$ cat src/rtl/bus_xcvr_pkg.sv
package bus_xcvr_pkg;
  localparam int XCVR_W_DEF   = 8;
  localparam int XCVR_NCH_DEF = 2;
  localparam int XCVR_SYNC    = 2;

  typedef struct packed {
    logic cap_ab;
    logic cap_ba;
    logic en_ab;
    logic en_ba_n;
    logic sel_ab;
    logic sel_ba;
  } xcvr_ctrl_t;
endpackage

$ cat src/rtl/xcvr_rst_sync.sv
module xcvr_rst_sync #(
  parameter int STAGES = 2
) (
  input  logic clk,
  input  logic rst_n,
  output logic rst_sync_n
);
  logic [STAGES-1:0] sh_q;
  logic [STAGES-1:0] sh_d;

  always_comb sh_d = {sh_q[STAGES-2:0], 1'b1};

  always_ff @(posedge clk or negedge rst_n) begin
    if (!rst_n) sh_q <= '0;
    else        sh_q <= sh_d;
  end

  assign rst_sync_n = sh_q[STAGES-1];
endmodule

$ cat src/rtl/xcvr_store_reg.sv
module xcvr_store_reg #(
  parameter int W = 8
) (
  input  logic         clk,
  input  logic         rst_n,
  input  logic         ld,
  input  logic [W-1:0] d,
  output logic [W-1:0] q
);
  logic [W-1:0] q_d;

  always_comb q_d = ld ? d : q;

  always_ff @(posedge clk or negedge rst_n) begin
    if (!rst_n) q <= '0;
    else        q <= q_d;
  end
endmodule

$ cat src/rtl/xcvr_channel.sv
module xcvr_channel
  import bus_xcvr_pkg::*;
#(
  parameter int W = 8
) (
  input  logic         clk,
  input  logic         rst_n,
  input  xcvr_ctrl_t   ctl,
  input  logic [W-1:0] a_in,
  input  logic         a_ext,
  input  logic [W-1:0] b_in,
  input  logic         b_ext,
  output logic [W-1:0] a_out,
  output logic         a_oe,
  output logic [W-1:0] b_out,
  output logic         b_oe,
  output logic         conflict
);
  logic [W-1:0] ab_q, ba_q, hold_a_q, hold_b_q;
  logic [W-1:0] res_a, res_b;
  logic         drv_a, drv_b, hold_mode;

  always_comb begin
    drv_a     = ~ctl.en_ba_n;
    drv_b     = ctl.en_ab;
    hold_mode = drv_a & drv_b & ~ctl.sel_ab & ~ctl.sel_ba;

    if (ctl.sel_ab)  b_out = ab_q;
    else if (hold_mode) b_out = hold_b_q;
    else if (drv_a)  b_out = ba_q;
    else             b_out = a_in;

    if (ctl.sel_ba)  a_out = ba_q;
    else if (hold_mode) a_out = hold_a_q;
    else if (drv_b)  a_out = ab_q;
    else             a_out = b_in;

    res_a    = drv_a ? a_out : a_in;
    res_b    = drv_b ? b_out : b_in;
    a_oe     = drv_a;
    b_oe     = drv_b;
    conflict = (drv_a & a_ext) | (drv_b & b_ext);
  end

  xcvr_store_reg #(.W(W)) u_ab   (.clk(clk), .rst_n(rst_n), .ld(ctl.cap_ab), .d(res_a), .q(ab_q));
  xcvr_store_reg #(.W(W)) u_ba   (.clk(clk), .rst_n(rst_n), .ld(ctl.cap_ba), .d(res_b), .q(ba_q));
  xcvr_store_reg #(.W(W)) u_hold_a (.clk(clk), .rst_n(rst_n), .ld(1'b1), .d(res_a), .q(hold_a_q));
  xcvr_store_reg #(.W(W)) u_hold_b (.clk(clk), .rst_n(rst_n), .ld(1'b1), .d(res_b), .q(hold_b_q));

  AST_AB_CAPTURE: assert property (@(posedge clk) disable iff (!rst_n)
    ctl.cap_ab |=> ab_q == $past(res_a));
  AST_AB_KEEP: assert property (@(posedge clk) disable iff (!rst_n)
    !ctl.cap_ab |=> $stable(ab_q));
  AST_BA_CAPTURE: assert property (@(posedge clk) disable iff (!rst_n)
    ctl.cap_ba |=> ba_q == $past(res_b));
  AST_BA_KEEP: assert property (@(posedge clk) disable iff (!rst_n)
    !ctl.cap_ba |=> $stable(ba_q));
  AST_HOLD_STEADY: assert property (@(posedge clk) disable iff (!rst_n)
    (hold_mode && $past(hold_mode) && $past(rst_n)) |-> (a_out == $past(a_out) && b_out == $past(b_out)));
endmodule

$ cat src/rtl/dual_bus_xcvr.sv
module dual_bus_xcvr
  import bus_xcvr_pkg::*;
#(
  parameter int W   = XCVR_W_DEF,
  parameter int NCH = XCVR_NCH_DEF
) (
  input  logic             clk,
  input  logic             rst_n,
  input  logic [NCH-1:0]   cap_ab_i,
  input  logic [NCH-1:0]   cap_ba_i,
  input  logic [NCH-1:0]   en_ab_i,
  input  logic [NCH-1:0]   en_ba_n_i,
  input  logic [NCH-1:0]   sel_ab_i,
  input  logic [NCH-1:0]   sel_ba_i,
  input  logic [NCH*W-1:0] a_in_i,
  input  logic [NCH-1:0]   a_ext_i,
  input  logic [NCH*W-1:0] b_in_i,
  input  logic [NCH-1:0]   b_ext_i,
  output logic [NCH*W-1:0] a_out_o,
  output logic [NCH-1:0]   a_oe_o,
  output logic [NCH*W-1:0] b_out_o,
  output logic [NCH-1:0]   b_oe_o,
  output logic [NCH-1:0]   conflict_o
);
  logic rst_sync_n;

  xcvr_rst_sync #(.STAGES(XCVR_SYNC)) u_rst (
    .clk(clk), .rst_n(rst_n), .rst_sync_n(rst_sync_n));

  for (genvar c = 0; c < NCH; c++) begin : g_ch
    xcvr_ctrl_t ctl;
    always_comb begin
      ctl.cap_ab  = cap_ab_i[c];
      ctl.cap_ba  = cap_ba_i[c];
      ctl.en_ab   = en_ab_i[c];
      ctl.en_ba_n = en_ba_n_i[c];
      ctl.sel_ab  = sel_ab_i[c];
      ctl.sel_ba  = sel_ba_i[c];
    end

    xcvr_channel #(.W(W)) u_ch (
      .clk(clk), .rst_n(rst_sync_n), .ctl(ctl),
      .a_in(a_in_i[c*W +: W]), .a_ext(a_ext_i[c]),
      .b_in(b_in_i[c*W +: W]), .b_ext(b_ext_i[c]),
      .a_out(a_out_o[c*W +: W]), .a_oe(a_oe_o[c]),
      .b_out(b_out_o[c*W +: W]), .b_oe(b_oe_o[c]),
      .conflict(conflict_o[c]));
  end
endmodule

$ cat config.mk
export PLATFORM = sky130hd
export DESIGN_NAME = dual_bus_xcvr
export DESIGN_NICKNAME = d
export VERILOG_FILES = /design/src/rtl/bus_xcvr_pkg.sv /design/src/rtl/xcvr_rst_sync.sv /design/src/rtl/xcvr_store_reg.sv /design/src/rtl/xcvr_channel.sv /design/src/rtl/dual_bus_xcvr.sv
export SDC_FILE = /design/constraint.sdc
export NUM_CORES = 1
export LEC_CHECK = 0
export BUFFER_PORTS_ARGS = -buffer_cell sky130_fd_sc_hd__buf_2
export CAP_MARGIN = 20
export CORE_ASPECT_RATIO = 0.8
export CORE_UTILIZATION = 62
export CTS_CLUSTER_SIZE = 40
export DETAILED_ROUTE_END_ITERATION = 16
export HOLD_SLACK_MARGIN = 0.15
export PLACE_DENSITY = 0.87
export SYNTH_ARGS = -nofsm -noshare
export SYNTH_HDL_FRONTEND = slang
export SYNTH_SLANG_ARGS = --single-unit
$ cat constraint.sdc
create_clock -name clk -period 4.11 [get_ports clk]
set_input_delay 0.411 -clock clk [delete_from_list [all_inputs] [get_ports clk]]
set_output_delay 0.411 -clock clk [all_outputs]
set_load 0.1 [all_outputs]
---- After elaboration in Yosys (flattened, before gate mapping) ----
Index checks and enable logic that the tools add are counted.
operators by class
  multiplexer cells ....................... 16
  bitwise gates (word level) .............. 18
operator list
  operator     number
  $mux 8       16
  $and 1x1->1  10
  $not 1->1    6
  $or 1x1->1   2
word-level totals
  flip-flop bits (word level) ............. 66
  input bits .............................. 50
  output and inout port bits .............. 38
  logic and storage cells ................. 43

---- Longest topological paths before layout ----
Gate-level depths: netlist (run 1).
  depth after elaboration ................. 7
  mapped depth ............................ 6
  mapped depth without buffers ............ 3

---- By module ----
From an unflattened synthesis (run 1), not the netlist that was laid out.
unflattened totals
  cells, all modules ...................... 367
  area total of the unflattened synthesis .. 4245.3 µm²
by module, submodules not included
  module          instances  cells an instance  area an instance (µm²)  sequential area each (µm²)
  xcvr_store_reg  8          17                 331.6                   200.2
  xcvr_channel    2          114                769.5                   0.0
  xcvr_rst_sync   1          3                  53.8                    50.0

---- Least setup slack after synthesis (run 1) ----
No wires, ideal clock.
  path kind ............................... input port to output port
  start ................................... input port en_ab_i[1]
  end ..................................... output port a_out_o[13]
  arrival ................................. 3.339 ns
  required time ........................... 3.699 ns
  slack ................................... 0.360 ns
  stages .................................. 5
  buffers on the path ..................... 3
  path through ............................ buf_4 > buf_2 > clkbuf_1 > nor2_1 > o31ai_1
on the way
  word-level cells in the longest chain between the ends .. 5
  elaborated cells on any way between the ends .. 6
  classes of those cells .................. mux (3); bitwise (3)
ends and longest elaborated chain
  item                      RTL line             RTL
  start, declared           dual_bus_xcvr.sv:11  input logic [NCH-1:0] en_ab_i,
  $and 1x1->1 (3 in a row)  xcvr_channel.sv:26   hold_mode = drv_a & drv_b & ~ctl.sel_ab & ~ctl.sel_ba;
  $mux 8 (*)                xcvr_channel.sv:34   else if (hold_mode) a_out = hold_a_q;
  $mux 8 (*)                xcvr_channel.sv:33   if (ctl.sel_ba) a_out = ba_q;
  end, declared             dual_bus_xcvr.sv:19  output logic [NCH*W-1:0] a_out_o,
Every way passes the cells marked *; elsewhere a longest branch is shown, timed or not.

---- Worst setup path after layout (run 1) ----
  start ................................... input port sel_ba_i[1]
  end ..................................... output port b_out_o[9]
on the way
  word-level cells in the longest chain between the ends .. 4
ends and longest elaborated chain
  item             RTL line             RTL
  start, declared  dual_bus_xcvr.sv:14  input logic [NCH-1:0] sel_ba_i,
  $not 1->1        xcvr_channel.sv:26
  $and 1x1->1      xcvr_channel.sv:26
  $mux 8           xcvr_channel.sv:29   else if (hold_mode) b_out = hold_b_q;
  $mux 8           xcvr_channel.sv:28   if (ctl.sel_ab) b_out = ab_q;
  end, declared    dual_bus_xcvr.sv:21  output logic [NCH*W-1:0] b_out_o,
Every way passes these cells.

==> results of run 1 <==
-- placed cells by master (no fill, tap or decap), types with 2 or more instances in the layout --
master,instances
a211oi_1,48
a21oi_1,32
a22o_1,2
a31oi_1,48
and3b_1,16
buf_2,87
bufinv_16,2
clkbuf_1,2
clkbuf_8,9
clkinv_2,2
dfrtp_1,65
inv_1,16
inv_2,2
nand2_1,48
nand2b_1,52
nand4bb_1,4
nor2_1,36
nor2b_1,32
nor3_1,16
nor3b_1,12
nor3b_2,20
o21ai_0,16
o311a_1,16
o31a_1,16
o31ai_1,32
or3b_2,16
or4b_1,2
-- cells by family (layout without fill, tap and decap cells) --
logic type	count (synthesis)	after routing
buf+inv	86	123
other cells	1	1
flops	66	66
simple gates	254	254
compound gates	210	210
-- path summary, 6_finish.rpt --
check,end,startpoint,cells past startpoint,slack [ns]
worst min-delay path,g_ch[0].u_ch.u_ba.q[5],u_rst.sh_q[1],0,0.29
max in group asynchronous,g_ch[0].u_ch.u_ab.q[4],u_rst.sh_q[1],1,2.88
worst min register to register,g_ch[0].u_ch.u_ba.q[5],u_rst.sh_q[1],0,0.29
worst max-delay path,b_out_o[9],sel_ba_i[1],5,1.27
min in group clk,u_rst.sh_q[1],u_rst.sh_q[0],0,0.37
worst max register to register,g_ch[0].u_ch.u_ab.q[4],u_rst.sh_q[1],1,2.88
-- registers in the layout, summed over array words and instances (netlist names) --
signal                flops
g_ch.u_ch.u_hold_a.q     16
u_rst.sh_q                2
g_ch.u_ch.u_hold_b.q     16
g_ch.u_ch.u_ba.q         16
g_ch.u_ch.u_ab.q         16
-- power by group through the flow --
stage / sequential [mW] / combinational (mW) / clock, mW
final: 0.815 / 0.805 / 0.612
after global routing: 0.826 / 0.850 / 0.650
after CTS: 0.813 / 0.798 / 0.618
after detailed placement: 0.824 / 0.794 / 0
after global placement: 0.819 / 0.779 / 0
after floorplan: 0.803 / 0.660 / 0
-- through the flow --
stage / instance area [sq um] / worst slack, ns
final: 5590 / 1.27
after global routing: 5590 / 1.19
after CTS: 5590 / 1.36
after detailed placement: 5370 / 1.36
after global placement: 5370 / 1.41
after floorplan: 5110 / 0.360
-- metal layers --
layer	track usage	vias up
met3	0.0746	25
li1	-	2348
met2	0.489	267
met1	0.478	2377
met4	0.103	0
met5	0	-
-- worst max-delay path, stage by stage --
cell and delay, ns:
buf_2 0.58, nand2b_1 0.41, a211oi_1 0.14, o31ai_1 0.37, buf_2 0.50
-- layout make-up --
| cell class | instances | area [sq um] |
|---|---|---|
| Tap cell | 108 | 135 |
| Inverter | 18 | 67.6 |
| Multi-Input combinational cell | 465 | 3070 |
| Clock buffer | 11 | 131 |
| Timing Repair Buffer | 89 | 453 |
| Fill cell | 606 | 2360 |
| Sequential cell | 66 | 1650 |
| Clock inverter | 5 | 78.8 |
-- what timing repair did --
action | in CTS | in global routing
resized for setup | 0 | 0
endpoints found under the hold margin | 2 | 0
hold buffers | 1 | 0
==> results.json, run 1 <==
{
  "status": "finished, final reports clean",
  "fin_crit_ns": 2.84,
  "cts_buffer_depth": 2,
  "drtIter0Drc": 520,
  "die-area_sq_um": 8620,
  "p_leak_nw": 2.29,
  "drive_above_1_share": 0.216,
  "ys_seq_elements": 66,
  "finalSetupTns_ns": 0,
  "setup_viol": 0,
  "synth_cell_type_count": 28,
  "postSynthAreaPerCell_sq_um": 8.29,
  "vias_per_cell": 6.58,
  "area_delta_synth_final_pct": 9.25,
  "synth-compound-area-share": 0.285,
  "postCtsSetupBuffers": 0,
  "power.switching_mw": 0.958,
  "synthTopCellsByCount": "dfrtp_1, nand2b_1, a211oi_1, a31oi_1, nand2_1",
  "io_pins": 88,
  "hold_violations": 0,
  "peakVddDrop_uv": 265,
  "synth_flop_cell": "dfrtp_1",
  "clockPowerShare": 0.274,
  "synth_most_common_cell": "dfrtp_1",
  "synth-simple-area-share": 0.314,
  "rsz0062_at_grt": "false",
  "hpwl_mm": 9.43,
  "drv_cap": 0,
  "gr-usage-all-layers": 0.330,
  "vias": 5017,
  "post-route-period-util": 0.692,
  "maxUsedRoutingLayer": "met4",
  "clkLatencyLatePin_ns": 0.36,
  "utilization": 0.703,
  "grt.overflow.total": 0,
  "clock_skew_ns": 0.0112,
  "synth_fa_ha_area_frac": 0,
  "wire_per_inst_um": 18.6,
  "cts-root-buf": "clkbuf_8",
  "muxShareOfSynthArea": 0,
  "routedLengthMet1_mm": 6.20,
  "critPathMaxFanout": 53,
  "stdcell_count": 762,
  "cts_sinks": 66,
  "dr.pass1.iters": 5,
  "n_antenna_cell": 0,
  "fmax_ghz": 0.352,
  "cts_max_level": 3,
  "synth_top_area_share": 0.323,
  "met3_length_mm": 1.32,
  "start_util": 0.644,
  "final_nets": 699,
  "synth_area_leaders": "dfrtp_1, a211oi_1, nand2b_1, a31oi_1, nor3b_2",
  "p_comb_frac": 0.361,
  "grt_antenna_before_repair": 0,
  "swShare": 0.429,
  "p_int_mw": 1.27,
  "power_mw": 2.23,
  "seqPwrFrac": 0.365,
  "postRouteAntennaNets": 0,
  "netlist_instances": 617,
  "synth_top_family_by_area": "simple AND/OR/NAND/NOR gates",
  "synth-edff-count": 0,
  "fp.coreArea_sq_um": 7950,
  "die_h_um": 83.2,
  "grt_max_degree": 61,
  "grt_pass1_vias": 4494,
  "worst_ep_required_time_ns": 3.70,
  "whs_ns": 0.293,
  "cp-start-kind": "input pin",
  "grt_pass1_wl_mm": 22.7,
  "cts_tree": "done",
  "clkTransAtPathRegs_ns": 0.08,
  "pwr_density_cell_nw_per_um2": 400,
  "synth_xor_area_frac": 0,
  "slew_viol_final": 0,
  "dp_cells": 745,
  "async_reset_ff_frac": 1.00,
  "critical_path_arrival_ns": 2.43,
  "hold_path_class": "reg2async",
  "end_kind": "output port",
  "yosysSeqAreaShare": 0.323,
  "remaining_drc_errors": 0,
  "syn_area_sq_um": 5110,
  "fp-row-count": 29,
  "port_buffers": 87,
  "synth_nets": 667,
  "die_x_um": 104,
  "numCtsBuffers": 9,
  "synth_top_area_cell": "dfrtp_1",
  "wl_met2_mm": 6.45,
  "wl_mm": 14.2,
  "critPathKind": "in2out",
  "slew_headroom": 0.379,
  "yosys_warnings": 0,
  "globalplace.congestion": 0.927,
  "worstMarginPinSlew_ns": 0.927
}
No activity file was read; power rests on OpenSTA's default activity.
==> run 2: changes to the inputs <==
Settings changed: ABC_AREA from default to 1, CORE_UTILIZATION 62 to 49, PLACE_DENSITY 0.87 to 0.76.
Clock period 4.11 ns to 2.55 ns, I/O delays scaled along.
==> results.json, run 2 <==
{
  "status": "finished, final reports clean",
  "numCtsBuffers": 9,
  "synth_area_leaders": "dfrtp_1, nand2_1, nand3_1, nand3_2, buf_4",
  "grt.overflow.total": 0,
  "yosysSeqAreaShare": 0.431,
  "cts_tree": "done",
  "peakVddDrop_uv": 389,
  "grt_pass1_vias": 3599,
  "grt_pass1_wl_mm": 17.5,
  "io_pins": 88,
  "postSynthAreaPerCell_sq_um": 7.22,
  "grt_antenna_before_repair": 0,
  "fp-row-count": 28,
  "synth_nets": 581,
  "clockPowerShare": 0.304,
  "synth-edff-count": 0,
  "worstMarginPinSlew_ns": 0.813,
  "swShare": 0.410,
  "slew_viol_final": 0,
  "seqPwrFrac": 0.368,
  "final_cell_mix": "nand2_1, buf_2, dfrtp_1",
  "syn_area_sq_um": 3840,
  "vias": 3803,
  "setup_viol": 0,
  "clock_skew_ns": 0.00927,
  "synth_most_common_cell": "nand2_1",
  "cp_num_buf_inv": 3,
  "final_nets": 657,
  "dp_cells": 700,
  "slew_headroom": 0.458,
  "worst_ep_required_time_ns": 2.30,
  "stdcell_count": 717,
  "postRouteAntennaNets": 0,
  "utilization": 0.594,
  "fin_crit_ns": 1.93,
  "synth_top_area_share": 0.431,
  "crit_family": "buffers and inverters",
  "power.switching_mw": 1.37,
  "cp-start-kind": "input pin",
  "path_cells": "buf_2 -> inv_2 -> nand3_2 -> nand3_1 -> nand3_2 -> buf_2",
  "finalSetupTns_ns": 0,
  "mostFrequentLayoutCell": "nand2_1",
  "critPathKind": "in2out",
  "vias_per_cell": 5.30,
  "fp.coreArea_sq_um": 7500,
  "ys_seq_elements": 66,
  "cts-root-buf": "clkbuf_8",
  "p_leak_nw": 2.67,
  "critPathSlowestCell": "buf_2",
  "area_delta_synth_final_pct": 16.1,
  "clkLatencyLatePin_ns": 0.35,
  "dr.pass1.iters": 5,
  "n_antenna_cell": 0,
  "critPathMaxStageDelay_ns": 0.43,
  "cts_sinks": 66,
  "critPathMaxFanout": 19,
  "critical_path_arrival_ns": 1.68,
  "pwr_density_cell_nw_per_um2": 750,
  "cts_max_level": 3,
  "cts_buffer_depth": 2,
  "synth_top_area_cell": "dfrtp_1",
  "clkTransAtPathRegs_ns": 0.07,
  "whs_ns": 0.159,
  "start_util": 0.512,
  "yosys_warnings": 0,
  "hpwl_mm": 7.39,
  "rsz0062_at_grt": "false",
  "synth_flop_cell": "dfrtp_1",
  "die_h_um": 81.1,
  "p_int_mw": 1.97,
  "fmax_ghz": 0.518,
  "hold_violations": 0,
  "gr-usage-all-layers": 0.281,
  "wl_mm": 10.7,
  "globalplace.congestion": 0.925,
  "wire_per_inst_um": 14.9,
  "remaining_drc_errors": 0,
  "drv_cap": 0,
  "synth_cell_type_count": 16,
  "die-area_sq_um": 8190,
  "synthTopCellsByCount": "nand2_1, dfrtp_1, nand3_1",
  "grt_max_degree": 65,
  "die_x_um": 101,
  "p_comb_frac": 0.328,
  "nFillCells": 764,
  "async_reset_ff_frac": 1.00,
  "post-route-period-util": 0.757,
  "netlist_instances": 531,
  "drtIter0Drc": 258,
  "port_buffers": 87,
  "postCtsSetupBuffers": 0,
  "hold_path_class": "in2reg",
  "drive_above_1_share": 0.248,
  "end_kind": "output port"
}
## run 2: cell type report
cell class,instances,area (sq um),share of cell area
Inverter,28,115,0.0258
Tap cell,105,131,0.0295
Timing Repair Buffer,91,468,0.105
Clock inverter,4,73.8,0.0166
Sequential cell,66,1650,0.371
Multi-Input combinational cell,411,1860,0.417
Clock buffer,12,155,0.0348
## run 2: layer usage
metal	GRT usage	vias up	wire length [um]
met5	0	-	0
met4	0.0957	0	151
met3	0.0654	17	1050
met2	0.426	216	4790
met1	0.397	1767	4720
li1	-	1803	-
## run 2: power groups by stage
stage	logic (mW)	clock network [mW]	registers (mW)
final	1.10	1.02	1.23
after detailed placement	1.09	0	1.25
after floorplan	0.906	0	1.24
after global routing	1.17	1.07	1.24
after global placement	1.08	0	1.25
after CTS	1.09	1.03	1.23
## run 2: worst register-to-register path: cells and delay by family (launching register included)
kind	cells	cell delay, ns
DFF	1	0.41
and+or+nand+nor	8	0.57
## run 2: through the flow
step	total power, mW	worst slack [ns]	instance area (sq um)
floorplan	2.15	0.576	3840
global placement	2.32	0.672	4210
detailed placement	2.34	0.659	4210
CTS	3.35	0.659	4450
global route	3.48	0.551	4450
finish	3.34	0.619	4450
## run 2: timing repair
item / in CTS / in global routing
gates resized for setup: 0 / 0
endpoints found under the hold margin: 2 / 0
hold buffers: 1 / 0
## run 2: cells by family (layout without fill, tap and decap cells)
group           after synthesis  after routing  synth area share
compound gates                2              2           0.00457
flops                        66             66             0.431
buf+inv                      54            135            0.0854
other cells                   1              1          0.000978
simple gates                408            408             0.478
## run 2: path summary, 6_finish.rpt
| kind | startpoint | cells past startpoint | endpoint | slack, ns |
|---|---|---|---|---|
| max in group asynchronous | u_rst.sh_q[1] | 1 | g_ch[1].u_ch.u_hold_b.q[3] | 1.58 |
| max reg2reg | g_ch[1].u_ch.u_ab.q[5] | 8 | g_ch[1].u_ch.u_ab.q[5] | 1.47 |
| min in group asynchronous | rst_n | 2 | u_rst.sh_q[1] | 0.21 |
| max | en_ba_n_i[0] | 6 | a_out_o[7] | 0.62 |
| min | a_in_i[8] | 3 | g_ch[1].u_ch.u_hold_a.q[0] | 0.16 |
| min reg2reg | u_rst.sh_q[0] | 0 | u_rst.sh_q[1] | 0.36 |
